==> src/rtl/irq_route_resolver.sv <==
module irq_route_resolver #(
  parameter int N     = 8,
  parameter int M     = 4,
  parameter int ROT_W = 16
) (
  input  logic           clk,
  input  logic           rst_n,
  input  logic [N-1:0]   irq_pins,
  input  logic [N*24-1:0] route_tbl,
  input  logic [M*8-1:0] ldr_bytes,
  input  logic [7:0]     ext_vector,
  output logic           msg_valid,
  input  logic           msg_ready,
  output logic [7:0]     msg_dest,
  output logic [7:0]     msg_vector,
  output logic [2:0]     msg_dmode,
  output logic           msg_destmode,
  output logic           msg_level,
  output logic           msg_trigger,
  output logic [M-1:0]   msg_targets,
  output logic           cfg_error
);
  localparam int EW = 24;
  localparam int CW = $clog2(M + 1);
  localparam logic [2:0] MODE_LOWPRI = 3'b001;
  localparam logic [2:0] MODE_EXTINT = 3'b111;

  logic [N-1:0]     pin_q, pending, clr;
  logic [ROT_W-1:0] rot;
  logic             found;
  int unsigned      sel;
  logic [EW-1:0]    ent;
  logic [M-1:0]     phys_t, log_t, lp_t, tgt;
  logic [CW-1:0]    lcount;
  logic [ROT_W-1:0] pick, seen;

  always_comb begin
    found = 1'b0;
    sel   = 0;
    for (int i = 0; i < N; i++)
      if (!found && pending[i]) begin
        found = 1'b1;
        sel   = i;
      end
  end

  assign ent = route_tbl[sel*EW +: EW];

  wire [7:0] e_vec   = ent[7:0];
  wire [2:0] e_mode  = ent[10:8];
  wire       e_dm    = ent[11];
  wire       e_pol   = ent[12];
  wire       e_trig  = ent[13];
  wire       e_mask  = ent[14];
  wire [7:0] e_dest  = ent[23:16];

  wire is_lp   = (e_mode == MODE_LOWPRI);
  wire illegal = is_lp && !e_dm;
  wire take    = found && (!msg_valid || msg_ready);
  wire emit    = take && !e_mask && !illegal;

  always_comb begin
    lcount = '0;
    for (int k = 0; k < M; k++) begin
      phys_t[k] = (e_dest == 8'hFF) || (int'(e_dest) == k);
      log_t[k]  = |(ldr_bytes[k*8 +: 8] & e_dest);
      if (log_t[k]) lcount = lcount + CW'(1);
    end
  end

  always_comb begin
    pick = (lcount == '0) ? '0 : rot % ROT_W'(lcount);
    seen = '0;
    lp_t = '0;
    for (int k = 0; k < M; k++)
      if (log_t[k]) begin
        if (seen == pick) lp_t[k] = 1'b1;
        seen = seen + ROT_W'(1);
      end
  end

  assign tgt = !e_dm ? phys_t : (is_lp ? lp_t : log_t);
  assign clr = take ? (N'(1) << sel) : '0;

  always_ff @(posedge clk or negedge rst_n) begin
    if (!rst_n) begin
      pin_q   <= '0;
      pending <= '0;
      rot     <= '0;
    end else begin
      pin_q   <= irq_pins;
      pending <= (pending & ~clr) | (irq_pins & ~pin_q);
      if (emit && is_lp && lcount != '0) rot <= rot + ROT_W'(1);
    end
  end

  always_ff @(posedge clk or negedge rst_n) begin
    if (!rst_n) begin
      msg_valid    <= 1'b0;
      cfg_error    <= 1'b0;
      msg_dest     <= '0;
      msg_vector   <= '0;
      msg_dmode    <= '0;
      msg_destmode <= 1'b0;
      msg_level    <= 1'b0;
      msg_trigger  <= 1'b0;
      msg_targets  <= '0;
    end else begin
      cfg_error <= take && !e_mask && illegal;
      if (msg_valid && msg_ready) msg_valid <= 1'b0;
      if (emit) begin
        msg_valid    <= 1'b1;
        msg_dest     <= e_dest;
        msg_vector   <= (e_mode == MODE_EXTINT) ? ext_vector : e_vec;
        msg_dmode    <= e_mode;
        msg_destmode <= e_dm;
        msg_level    <= e_pol;
        msg_trigger  <= e_trig;
        msg_targets  <= tgt;
      end
    end
  end
endmodule


==> config.mk <==
export PLATFORM = sky130hd
export DESIGN_NAME = irq_route_resolver
export DESIGN_NICKNAME = d
export VERILOG_FILES = /design/src/rtl/irq_route_resolver.sv
export SDC_FILE = /design/constraint.sdc
export NUM_CORES = 1
export LEC_CHECK = 0
export BUFFER_PORTS_ARGS = -buffer_cell sky130_fd_sc_hd__buf_4
export CORE_ASPECT_RATIO = 1.5
export CORE_MARGIN = 2
export CORE_UTILIZATION = 41
export DETAILED_ROUTE_END_ITERATION = 8
export PLACE_DENSITY = 0.7
export SYNTH_ARGS = -nofsm -noshare
export SYNTH_HDL_FRONTEND = slang
export SYNTH_SLANG_ARGS = --single-unit
==> constraint.sdc <==
create_clock -name clk -period 44.6 [get_ports clk]
set_input_delay 11.15 -clock clk [delete_from_list [all_inputs] [get_ports clk]]
set_output_delay 11.15 -clock clk [all_outputs]
set_load 0.1 [all_outputs]
# Yosys cells after proc, flatten, opt, wreduce, memory -nomap -nowiden
# Index checks and enable logic that the tools add are counted.
[word_totals] register_bits=60 output_inout_bits=28
[op_classes] n_addsub=6 multipliers=1 div_mod_pow=1 eq_ne=9 n_shift=2 mux=37 n_bitwise=9 n_reduce_logical=40
[ops] op="192-bit by 33-bit indexed part select with 24-bit output" count=1
[ops] op="32-bit two-way mux" count=5
[ops] op="16-bit by 1-bit adder with 16-bit output, second input constant" count=3
[ops] op="8-bit bitwise AND" count=6
[ops] op="16-bit == test" count=3
[ops] op="16-bit two-way mux" count=3
[ops] op="32-bit by 2-bit multiplier with 29-bit output, second input constant" count=1
[ops] op="8-bit OR reduction" count=4
[ops] op="1-bit by 32-bit << shifter with 8-bit output, first input constant" count=1
[ops] op="1-bit two-way mux" count=21
[ops] op="8-bit by 3-bit == test with 1-bit output, second input constant" count=2
[ops] op="16-bit logical NOT" count=1
[ops] op="16-bit by 3-bit remainder unit with 16-bit output" count=1
[ops] op="8-bit two-way mux" count=2
[ops] op="8-bit NOT" count=2
[ops] op="1-bit logical AND" count=15
[ops] op="1-bit logical NOT" count=11
[ops] op="3-bit by 1-bit adder with 3-bit output, second input constant" count=3
[ops] op="3-bit two-way mux" count=3
[ops] op="8-bit by 2-bit == test with 1-bit output, second input constant" count=1
[ops] op="8-bit == test, second input constant" count=1
[ops] op="8-bit logical NOT" count=1
[ops] op="4-bit two-way mux" count=2
[ops] op="8-bit bitwise OR" count=1
[ops] op="7 further kinds" count=11

# Depth between registers and ports, before layout
# Gate-level depths: netlist (run 1).
[depth] ltp_word=40 ltp_mapped=166 depth_no_buf=154

# Worst setup path after synthesis (run 1)
# No wires, ideal clock.
[synth_timing] path_kind="in2reg" startpoint="input route_tbl[87]" endpoint="register msg_targets[0]" setup_time_ps=67 arrival_ps=39976 required_ps=44533 setup_slack_ps=4558 path_stages=133 n_path_buf=4 cell_sequence="mux4_2 > mux2_4 > a2111o_1 > a221oi_1 > nand4_1 > or3_1 > clkbuf_1 > xnor2_1 > ha_1 > a41oi_1 > a32oi_4 > ha_1 > o21a_1 > or3b_2 > o21ai_0 > ha_1 > o21ai_0 > nor2b_1 > [... 97 more ...] > a21o_1 > or3_1 > a211o_1 > or4_1 > buf_2 > clkbuf_1 > a21oi_1 > ha_1 > a21o_1 > a21oi_1 > nand3_1 > nor3_1 > a2111oi_0 > a2111oi_0 > o21a_1 > nand2_1 > a311oi_1 > o221a_2"
[synth_between] elab_chain_cells=17 word_cells_on_any_way=27 cone_classes="3 x add/sub; 1 x div; 1 x eq/ne; 1 x shift; 9 x mux; 4 x bitwise; 8 x reduce/logical"
[synth_lines] item="start, declared" line_no="9" text="input logic [N*24-1:0] route_tbl,"
[synth_lines] item="192-bit by 33-bit indexed part select with 24-bit output *" line_no="47" text="assign ent = route_tbl[sel*EW +: EW];"
[synth_lines] item="8-bit bitwise AND" line_no="66" text="log_t[k] = |(ldr_bytes[k*8 +: 8] & e_dest);"
[synth_lines] item="8-bit OR reduction" line_no="66"
[synth_lines] item="1-bit two-way mux" line_no="67" text="if (log_t[k]) lcount = lcount + CW'(1);"
[synth_lines] item="3-bit by 1-bit adder with 3-bit output" line_no="67"
[synth_lines] item="3-bit two-way mux" line_no="67"
[synth_lines] item="3-bit by 1-bit adder with 3-bit output" line_no="67"
[synth_lines] item="3-bit two-way mux" line_no="67"
[synth_lines] item="3-bit by 1-bit adder with 3-bit output" line_no="67"
[synth_lines] item="3-bit two-way mux" line_no="67"
[synth_lines] item="16-bit by 3-bit remainder unit with 16-bit output / 3-bit logical NOT (equally long branches)" line_no="72" text="pick = (lcount == '0) ? '0 : rot % ROT_W'(lcount);"
[synth_lines] item="16-bit two-way mux" line_no="72"
[synth_lines] item="16-bit logical NOT" line_no="77" text="if (seen == pick) lp_t[k] = 1'b1;"
[synth_lines] item="1-bit two-way mux" line_no="77"
[synth_lines] item="1-bit two-way mux" line_no="76" text="if (log_t[k]) begin"
[synth_lines] item="4-bit two-way mux" line_no="82" text="assign tgt = !e_dm ? phys_t : (is_lp ? lp_t : log_t);"
[synth_lines] item="4-bit two-way mux *" line_no="82"
[synth_lines] item="end signal, assigned" line_no="119" text="msg_targets <= tgt;"
[synth_lines] item="end, declared" line_no="20" text="output logic [M-1:0] msg_targets,"
# Mark *: on every way between the ends. The rest lies on a longest branch, timed or not.
# A chain may end at the register's enable or synchronous reset.

# Final worst setup path (run 1)
[layout_timing] startpoint="input route_tbl[92]" endpoint="register msg_targets[3]"
[layout_between] elab_chain_cells=17 word_cells_on_any_way=32 cone_classes="5 x add/sub; 1 x div; 3 x eq/ne; 1 x shift; 12 x mux; 4 x bitwise; 6 x reduce/logical"
[layout_lines] item="192-bit by 33-bit indexed part select with 24-bit output *" line_no="47"
[layout_lines] item="8-bit bitwise AND" line_no="66"
[layout_lines] item="8-bit OR reduction" line_no="66"
[layout_lines] item="1-bit two-way mux" line_no="67, 76"
[layout_lines] item="3-bit by 1-bit adder with 3-bit output" line_no="67"
[layout_lines] item="3-bit two-way mux" line_no="67"
[layout_lines] item="3-bit by 1-bit adder with 3-bit output" line_no="67"
[layout_lines] item="3-bit two-way mux" line_no="67"
[layout_lines] item="3-bit by 1-bit adder with 3-bit output" line_no="67"
[layout_lines] item="3-bit two-way mux" line_no="67"
[layout_lines] item="16-bit by 3-bit remainder unit with 16-bit output / 3-bit logical NOT (equally long branches)" line_no="72"
[layout_lines] item="16-bit two-way mux" line_no="72"
[layout_lines] item="16-bit == test" line_no="77"
[layout_lines] item="1-bit two-way mux" line_no="77"
[layout_lines] item="1-bit two-way mux" line_no="76"
[layout_lines] item="4-bit two-way mux" line_no="82"
[layout_lines] item="4-bit two-way mux *" line_no="82"
# Marked as above.

==> results of run 1 <==
-- layout make-up --
| cell class | count | area, um^2 | area share, % |
|---|---|---|---|
| Antenna cell | 1 | 2.50 | 0.0157 |
| Clock buffer | 9 | 225 | 1.41 |
| Clock inverter | 7 | 98.8 | 0.618 |
| Inverter | 49 | 186 | 1.17 |
| Multi-Input combinational cell | 1423 | 11200 | 70.3 |
| Sequential cell | 60 | 1500 | 9.39 |
| Tap cell | 410 | 513 | 3.21 |
| Timing Repair Buffer | 295 | 2210 | 13.9 |
-- worst max-delay path by stage --
stage                   startpoint             end  slack, ns
floorplan            route_tbl[87]  msg_targets[0]       4.56
global placement    route_tbl[112]  msg_targets[2]       1.15
detailed placement  route_tbl[112]  msg_targets[2]      -0.13
CTS                 route_tbl[112]  msg_targets[2]       0.11
global route         route_tbl[92]  msg_targets[3]      -0.18
finish               route_tbl[92]  msg_targets[3]       2.43
-- flip-flops by register name (all words and copies together), names as in the netlist --
name          count
pending           8
msg_valid         1
msg_trigger       1
msg_dmode         3
msg_dest          8
msg_destmode      1
rot              16
msg_targets       4
pin_q             8
cfg_error         1
msg_vector        8
msg_level         1
-- metal layers --
metal	GRT usage [%]	share of wire, %
met1	31.6	34
met2	56.3	51
met3	5.36	7.3
met4	20.2	7.7
met5	0	0.025
-- cells in the final DEF (no fill, tap or decap), drive strengths merged, types with 13 or more instances in the layout --
master / count
dfrtp: 60
mux2: 27
o21ai: 112
and2: 22
a31oi: 30
xnor2: 37
nand2: 170
o21a: 24
a21boi: 15
o22ai: 13
nand4: 33
nor3: 61
buf: 295
a21oi: 110
nand3: 46
o211ai: 27
nor2: 139
o31ai: 15
mux4: 89
nor4: 16
nor2b: 23
and3: 28
a211oi: 30
inv: 50
nand2b: 20
mux2i: 53
xor2: 15
ha: 56
-- critical path: cells and delay by family --
family / cells / cell delay [ns]
muxes: 5 / 1.63
adders and majority gates: 16 / 4.92
xor gates and xnor gates: 1 / 0.19
AOI/OAI and AO/OA: 63 / 12.90
buffers and inverters: 2 / 0.20
and+or+nand+nor: 50 / 11.47
-- per-stage QoR --
| stage | worst slack [ns] | setup TNS [ns] | util [%] | instance area, um^2 | instances |
|---|---|---|---|---|---|
| 6_report | 2.43 | 0 | 50.5 | 16000 | 2254 |
| 5_1_grt | -0.176 | -0.580 | 50.5 | 16000 | 2254 |
| 4_1_cts | 0.106 | 0 | 49.7 | 15700 | 2241 |
| 2_1_floorplan | 4.56 | 0 | - | 13100 | 1619 |
| 3_5_place_dp | -0.130 | -0.233 | 48.7 | 15400 | 2225 |
| 3_3_place_gp | 1.15 | 0 | 48.7 | 15400 | 2225 |
-- kinds of logic after synthesis --
| group | after synthesis |
|---|---|
| fa+ha+maj | 60 |
| simple gates | 628 |
| mux | 169 |
| xor+xnor | 52 |
| flops | 60 |
| compound gates | 514 |
| buf+inv | 136 |
-- timing repair --
item,CTS,global route
gates resized for setup,0,40
endpoints found under the setup margin,0,4
setup buffers,0,12
==> run metrics, run 1 <==
Cell Area, Synth 0.0131 mm^2; Fin. Hold Viols 0; Fin Hold WS 0.421 ns; Final period util 94.6%; Initial Util 41.5%; Async SR Flop Fraction 100%; YS warnings 0; WHS Endpoint pending[6]; status finished, final reports clean; Final setup viols 0; Synth Area in Simple Gates 25.2%; Post-synth EDFFs 0; R2R cell count between 100 and 150; R2R setup slack 8.47 ns; Die ar. between 0.03 and 0.04 mm^2; H-tree Lvls 3; critical path peak fanout 15; Mapped Nets 1920; DRT iter0 DRCs a little over 1000; CTS Buffer Depth 2; clock skew 0.00782 ns; Fillers roughly 3100; DIE HEIGHT 223 um; TritonCTS clock tree built; Post-CTS Hold Buffers 0; initial antenna violation count 2; top cells by count, synth nand2_1, nor2_1, a21oi_1; mux contribution to synthesized area 21.8%; Wirelength per Cell 23.4 um; CTS clock-pin slew for the worst setup and hold paths 0.06 ns; first-pass GRT wire length 80400 um; max cap viols 0; clock latency on the worst-skew pair around 0.35 ns; DRC viols 0; clock sink count 60; vias per cell 6.57; CTS buffer count 9; Max stage delay cell, worst path or4_4; GPL Wtd Cong 0.992; ys flop type dfrtp_1; area fraction in compound gates after synthesis 27.9%; Tot GR Track Use 30.8%; Final Max Slew Viols 0; CP Data Arrival Time 42.46 ns; cell repeated most along the worst path o21ai_0; WS Path Type in -> reg; share of layout cells above drive strength 1 29.1%; synthesis-to-finish area growth 21.7%; Rows 80; Post-Syn Instances 1619; Nets 2139; Ports 271; TritonRoute pass-1 iters 6; worst hold-check path type reg -> reg; largest cells by area after synthesis mux4_2, dfrtp_1, ha_1, nand2_1, a21oi_1; Worst setup SP type primary input; R2R Path Start pending[5]; fin crit period 42.17 ns; DRT antenna net count 0; core region area 0.0316 mm^2; top-count cell post-synth nand2_1; area share of fa/ha/maj cells after synthesis 5.80%; Reg-to-Reg End msg_targets[3]; CP required ~45 ns; hold_sp pin_q[6]; port bufs 270; vias 14800; sequential element share of the synthesized area between 10 and 15%; area leader, netlist mux4_2; Worst-Margin Slew 1.06 ns; Hold Path Stages 1; Slew headroom a little under 30%; largest family of logic cells by synthesized area compound AO/OA/AOI/OAI gates; vias in the first global route 14700; CP max stage delay 0.66 ns; HPWL after detailed placement ~43000 um; xor/xnor share of the synthesized area approximately 3.5%; total wire length 52800 um; maximum clock frequency about 24 MHz; Root Buffer clkbuf_16; Critical Path Sink Type flip-flop; grt total ovfl 0; largest net degree at the start of global routing 61; syn_area_per_cell around 8.1 um^2; Synth top area share between 10% and 20%; Die W 150 um; Yosys reg bits 60; Yosys cell types 117
Power of run 1 is not shown: default switching activity piles up to over one toggle a cycle in this logic, so the estimate is an artifact.
==> inputs of run 2 (changes only) <==
--- a/config.mk
+++ b/config.mk
@@ -10,6 +10,7 @@
 export CORE_MARGIN = 2
 export CORE_UTILIZATION = 41
 export DETAILED_ROUTE_END_ITERATION = 8
+export MAX_ROUTING_LAYER = met4
 export PLACE_DENSITY = 0.7
 export SYNTH_ARGS = -nofsm -noshare
 export SYNTH_HDL_FRONTEND = slang
==> run metrics, run 2 (synthesized netlist as in run 1, its figures left out) <==
Initial Util 41.5% (unchanged); Worst-Margin Slew 1.03 ns (was 1.06 ns); Rows 80 (unchanged); Max stage delay cell, worst path or4_4 (unchanged); Fillers 3167 (was 3147); Die W 150 um (unchanged); synthesis-to-finish area growth 21.4% (was 21.7%); Hold Path Stages 1 (unchanged); most frequent cells in the layout buf_4, nand2_1, nor2_1 (unchanged); cell repeated most along the worst path ha_1 (was o21ai_0); Ports 271 (unchanged); Final setup viols 0 (unchanged); vias per cell 6.59 (was 6.57); Root Buffer clkbuf_16 (unchanged); largest net degree at the start of global routing 61 (unchanged); Sequential Area 0.00150 mm^2 (unchanged); maximum clock frequency 23.7 MHz (about the same); critical path peak fanout 15 (unchanged); vias in the first global route 14900 (was 14700); grt total ovfl 0 (unchanged); DRT antenna net count 0 (unchanged); Wirelength per Cell 23.5 um (was 23.4 um); Die ar. 0.0335 mm^2 (unchanged); TritonCTS clock tree built (unchanged); Fin. Hold Viols 0 (unchanged); CP max stage delay 0.65 ns (was 0.66 ns); Largest Register rot (unchanged); max reg flops 16 (unchanged); DIE HEIGHT 223 um (unchanged); clock latency on the worst-skew pair 0.35 ns (about the same); CP required 44.89 ns (about the same); status finished, final reports clean (unchanged); Nets 2139 (unchanged); CP Data Arrival Time 42.48 ns (was 42.46 ns); HPWL after detailed placement 43300 um (was 43100 um); GPL Wtd Cong 0.991 (was 0.992); TritonRoute pass-1 iters 7 (was 6); vias 14900 (was 14800); worst hold-check path type reg -> reg (unchanged); clock sink count 60 (unchanged); commonest non-fill, non-tap cell in the layout buf_4 (unchanged); H-tree Lvls 3 (unchanged); post-route insts no fill 2259 (was 2254); Final period util 94.6% (about the same); Critical Path Sink Type flip-flop (unchanged); share of layout cells above drive strength 1 29.0% (was 29.1%); CTS Buffer Depth 2 (unchanged); fin crit period 42.19 ns (was 42.17 ns); CTS buffer count 9 (unchanged); max cap viols 0 (unchanged); total wire length 53100 um (was 52800 um); multi-input logic area 0.0112 mm^2 (about the same); Post-CTS Hold Buffers 0 (unchanged); Tot GR Track Use 32.2% (was 30.8%); first-pass GRT wire length 81800 um (was 80400 um); DRC viols 0 (unchanged); Slew headroom 31.1% (was 29.0%); WS Path Type in -> reg (unchanged); CTS clock-pin slew for the worst setup and hold paths 0.06 ns (about the same); R2R cell count 144 (was 147); Final Max Slew Viols 0 (unchanged); DRT iter0 DRCs 1034 (was 1036); Worst setup SP type primary input (unchanged); DP Cell Count 2225 (unchanged); port bufs 270 (unchanged); core region area 0.0316 mm^2 (unchanged); initial antenna violation count 5 (was 2); clock skew 0.00811 ns (was 0.00782 ns); R2R setup slack 8.45 ns (was 8.47 ns)
-- run 2: path summary, 6_finish.rpt --
| kind | endpoint | start |
|---|---|---|
| worst max-delay path | msg_targets[3] | route_tbl[92] |
| max in group asynchronous | msg_trigger | rst_n |
| worst min register to register | pending[6] | pin_q[6] |
| worst min-delay path | pending[6] | pin_q[6] |
| min in group asynchronous | pin_q[1] | rst_n |
| worst max register to register | msg_targets[3] | pending[5] |
-- run 2: area by class of cell --
cell class                      instances  share of cell area (%)
Antenna cell                            6                  0.0942
Inverter                               49                    1.17
Tap cell                              410                    3.22
Clock buffer                           10                    1.50
Sequential cell                        60                    9.42
Clock inverter                          6                   0.400
Timing Repair Buffer                  295                    13.9
Multi-Input combinational cell       1423                    70.3
-- run 2: stage by stage --
stage | TNS [ns] | utilization, % | hold slack, ns | setup WS [ns] | cell area [um^2]
6_report | 0 | 50.4 | 0.417 | 2.41 | 15900
5_1_grt | -0.400 | 50.4 | 0.439 | -0.145 | 15900
4_1_cts | 0 | 49.7 | 0.417 | 0.303 | 15700
3_5_place_dp | 0 | 48.7 | 0.410 | 0.00150 | 15400
3_3_place_gp | 0 | 48.7 | 0.405 | 1.17 | 15400
2_1_floorplan | 0 | - | 0.400 | 4.56 | 13100
-- run 2: critical path, delay by kind of cell --
kind,cells,cell delay (ns)
adders and majority gates,16,4.98
muxes,6,2.08
AOI/OAI and AO/OA,60,12.13
buffers and inverters,3,0.37
xor gates and xnor gates,1,0.20
and+or+nand+nor,50,11.56
-- run 2: layer usage --
metal / vias up / wire (um) / part of all wire, % / track usage [%]
li1: 6794 / - / - / -
met1: 7093 / 18100 / 34 / 32.9
met2: 798 / 27100 / 51 / 56.0
met3: 204 / 4030 / 7.6 / 5.40
met4: 0 / 3870 / 7.3 / 20.9
met5: - / 0 / 0 / -
-- run 2: repair_timing --
action / CTS / global route
buffers inserted: 0 / 12
gates resized for setup: 0 / 35
setup endpoints to repair: 0 / 4
Power of run 2 is left out for the same reason.
==> inputs of run 3 (changes only) <==
--- a/config.mk
+++ b/config.mk
@@ -6,12 +6,13 @@
 export NUM_CORES = 1
 export LEC_CHECK = 0
 export BUFFER_PORTS_ARGS = -buffer_cell sky130_fd_sc_hd__buf_4
+export CAP_MARGIN = 20
 export CORE_ASPECT_RATIO = 1.5
 export CORE_MARGIN = 2
 export CORE_UTILIZATION = 41
 export DETAILED_ROUTE_END_ITERATION = 8
 export MAX_ROUTING_LAYER = met4
-export PLACE_DENSITY = 0.7
+export PLACE_DENSITY = 0.72
 export SYNTH_ARGS = -nofsm -noshare
 export SYNTH_HDL_FRONTEND = slang
 export SYNTH_SLANG_ARGS = --single-unit
==> constraint.sdc (replaced) <==
create_clock -name clk -period 37.9 [get_ports clk]
set_input_delay 9.475 -clock clk [delete_from_list [all_inputs] [get_ports clk]]
set_output_delay 9.475 -clock clk [all_outputs]
set_load 0.1 [all_outputs]
==> run metrics, run 3 (synthesized netlist as in run 1, its figures left out) <==
status finished, final reports clean (unchanged); Max stage delay cell, worst path or4_4 (unchanged); Wirelength per Cell 23.1 um (was 23.5 um); Slew headroom 24.3% (was 31.1%); CP max stage delay 0.58 ns (was 0.65 ns); max cap viols 0 (unchanged); first-pass GRT wire length 83200 um (was 81800 um); cell repeated most along the worst path ha_1 (unchanged); DRT antenna net count 0 (unchanged); post-route insts no fill 2360 (was 2259); Ports 271 (unchanged); Nets 2238 (was 2139); total wire length 54400 um (was 53100 um); fin crit period 36.31 ns; Largest Register rot (unchanged); Final Max Slew Viols 0 (unchanged); maximum clock frequency roughly 28 MHz; worst hold-check path type reg -> reg (unchanged); vias per cell 6.49 (was 6.59); Final setup viols 0 (unchanged); multi-input logic area 0.0114 mm^2 (was 0.0112 mm^2); Fillers 3064 (was 3167); grt total ovfl 0 (unchanged); Crit path max-delay family compound AO/OA/AOI/OAI gates (unchanged); share of layout cells above drive strength 1 34.6% (was 29.0%); R2R setup slack 6.15 ns (was 8.45 ns); critical path peak fanout 6 (was 15); Worst-Margin Slew 1.13 ns (was 1.03 ns); vias in the first global route 15400 (was 14900); max reg flops 16 (unchanged); Rows 80 (unchanged); Fin. Hold Viols 0 (unchanged); DP Cell Count 2314 (was 2225); most frequent cells in the layout buf_4, nand2_1, nor2_1 (unchanged); WS Path Type in -> reg (unchanged); CTS buffer count 9 (unchanged); clock latency on the worst-skew pair 0.35 ns (about the same); setup ws final 1.59 ns (was 2.41 ns); core region area 0.0316 mm^2 (unchanged); Die W 150 um (unchanged); Sequential Area 0.00150 mm^2 (unchanged); CP Data Arrival Time 36.58 ns (was 42.48 ns); CTS clock-pin slew for the worst setup and hold paths 0.06 ns (about the same); vias 15300 (was 14900); initial antenna violation count 3 (was 5); H-tree Lvls 3 (unchanged); Root Buffer clkbuf_16 (unchanged); Initial Util 41.5% (unchanged); Tot GR Track Use 32.7% (was 32.2%); CTS Buffer Depth 2 (unchanged); port bufs 270 (unchanged); TritonRoute pass-1 iters 5 (was 7); GPL Wtd Cong 1.00 (was 0.991); HPWL after detailed placement 44300 um (was 43300 um); commonest non-fill, non-tap cell in the layout buf_4 (unchanged); WP buf/inv 6 (was 3); Setup WS pre-CTS -0.546 ns (was 0.00150 ns); largest net degree at the start of global routing 61 (unchanged); Final period util 95.8%; clock sink count 60 (unchanged); Die ar. 0.0335 mm^2 (unchanged); synthesis-to-finish area growth 29.3% (was 21.4%); DRC viols 0 (unchanged); Critical Path Sink Type flip-flop (unchanged); CP required 38.16 ns (was 44.89 ns); clock skew 0.00752 ns (was 0.00811 ns); TritonCTS clock tree built (unchanged); Worst setup SP type primary input (unchanged); DRT iter0 DRCs 1040 (was 1034); DIE HEIGHT 223 um (unchanged); Post-Route Utilization 53.7% (was 50.4%)
run 3: cell types whose count changed in the layout (fill, tap and decap cells not counted), moves of 3 or more:
cell / delta
a21oi_1: -6
a21oi_2: +6
buf_4: +99
mux2i_1: -3
nor2_1: -5
nor2_2: +4
nor2b_1: -3
o21ai_0: -12
o21ai_1: +6
o21ai_2: +6
run 3: layout make-up:
cell class	instances	area share (%)
Antenna cell	8	0.118
Clock buffer	9	1.33
Clock inverter	7	0.730
Inverter	49	1.10
Multi-Input combinational cell	1423	67.4
Sequential cell	60	8.85
Tap cell	410	3.02
Timing Repair Buffer	394	17.4
run 3: worst paths after layout:
path                            cells past startpoint          start              to
worst max-delay path                              143  route_tbl[86]  msg_targets[2]
min in group asynchronous                           1          rst_n        pin_q[1]
max in group asynchronous                           1          rst_n     msg_trigger
worst min register to register                      1       pin_q[3]      pending[3]
worst min-delay path                                1       pin_q[3]      pending[3]
worst max register to register                    154     pending[2]  msg_targets[2]
run 3: what timing repair did:
item | in CTS | in global routing
buffers inserted | 1 | 21
resized for setup | 2 | 86
hold buffers | 0 | 0
endpoints found under the setup margin | 4 | 4
endpoints found under the hold margin | 0 | 0
pin swaps | 2 | 27
run 3: worst register-to-register path: cells and delay by family (launching register included):
kind	cells	cell delay, ns
flops	1	0.45
fa+ha+maj	19	6.54
simple gates	57	11.42
xor+xnor	1	0.14
compound gates	64	10.45
buf+inv	9	1.63
mux	4	1.03
run 3: stage by stage:
step / instance area, um^2 / hold WS [ns] / setup TNS (ns)
floorplan: 13200 / 0.400 / 0
global placement: 16100 / 0.407 / 0
detailed placement: 16100 / 0.412 / -1.89
CTS: 16500 / 0.419 / 0
global route: 17000 / 0.436 / -0.650
finish: 17000 / 0.418 / 0
run 3: metal layers:
layer | vias up | wire, um | global-route usage, %
met2 | 810 | 27700 | 57.0
met5 | - | 0 | -
met3 | 213 | 3920 | 4.64
li1 | 7007 | - | -
met1 | 7298 | 18400 | 33.5
met4 | 0 | 4400 | 22.4
Power of run 3 is left out for the same reason.
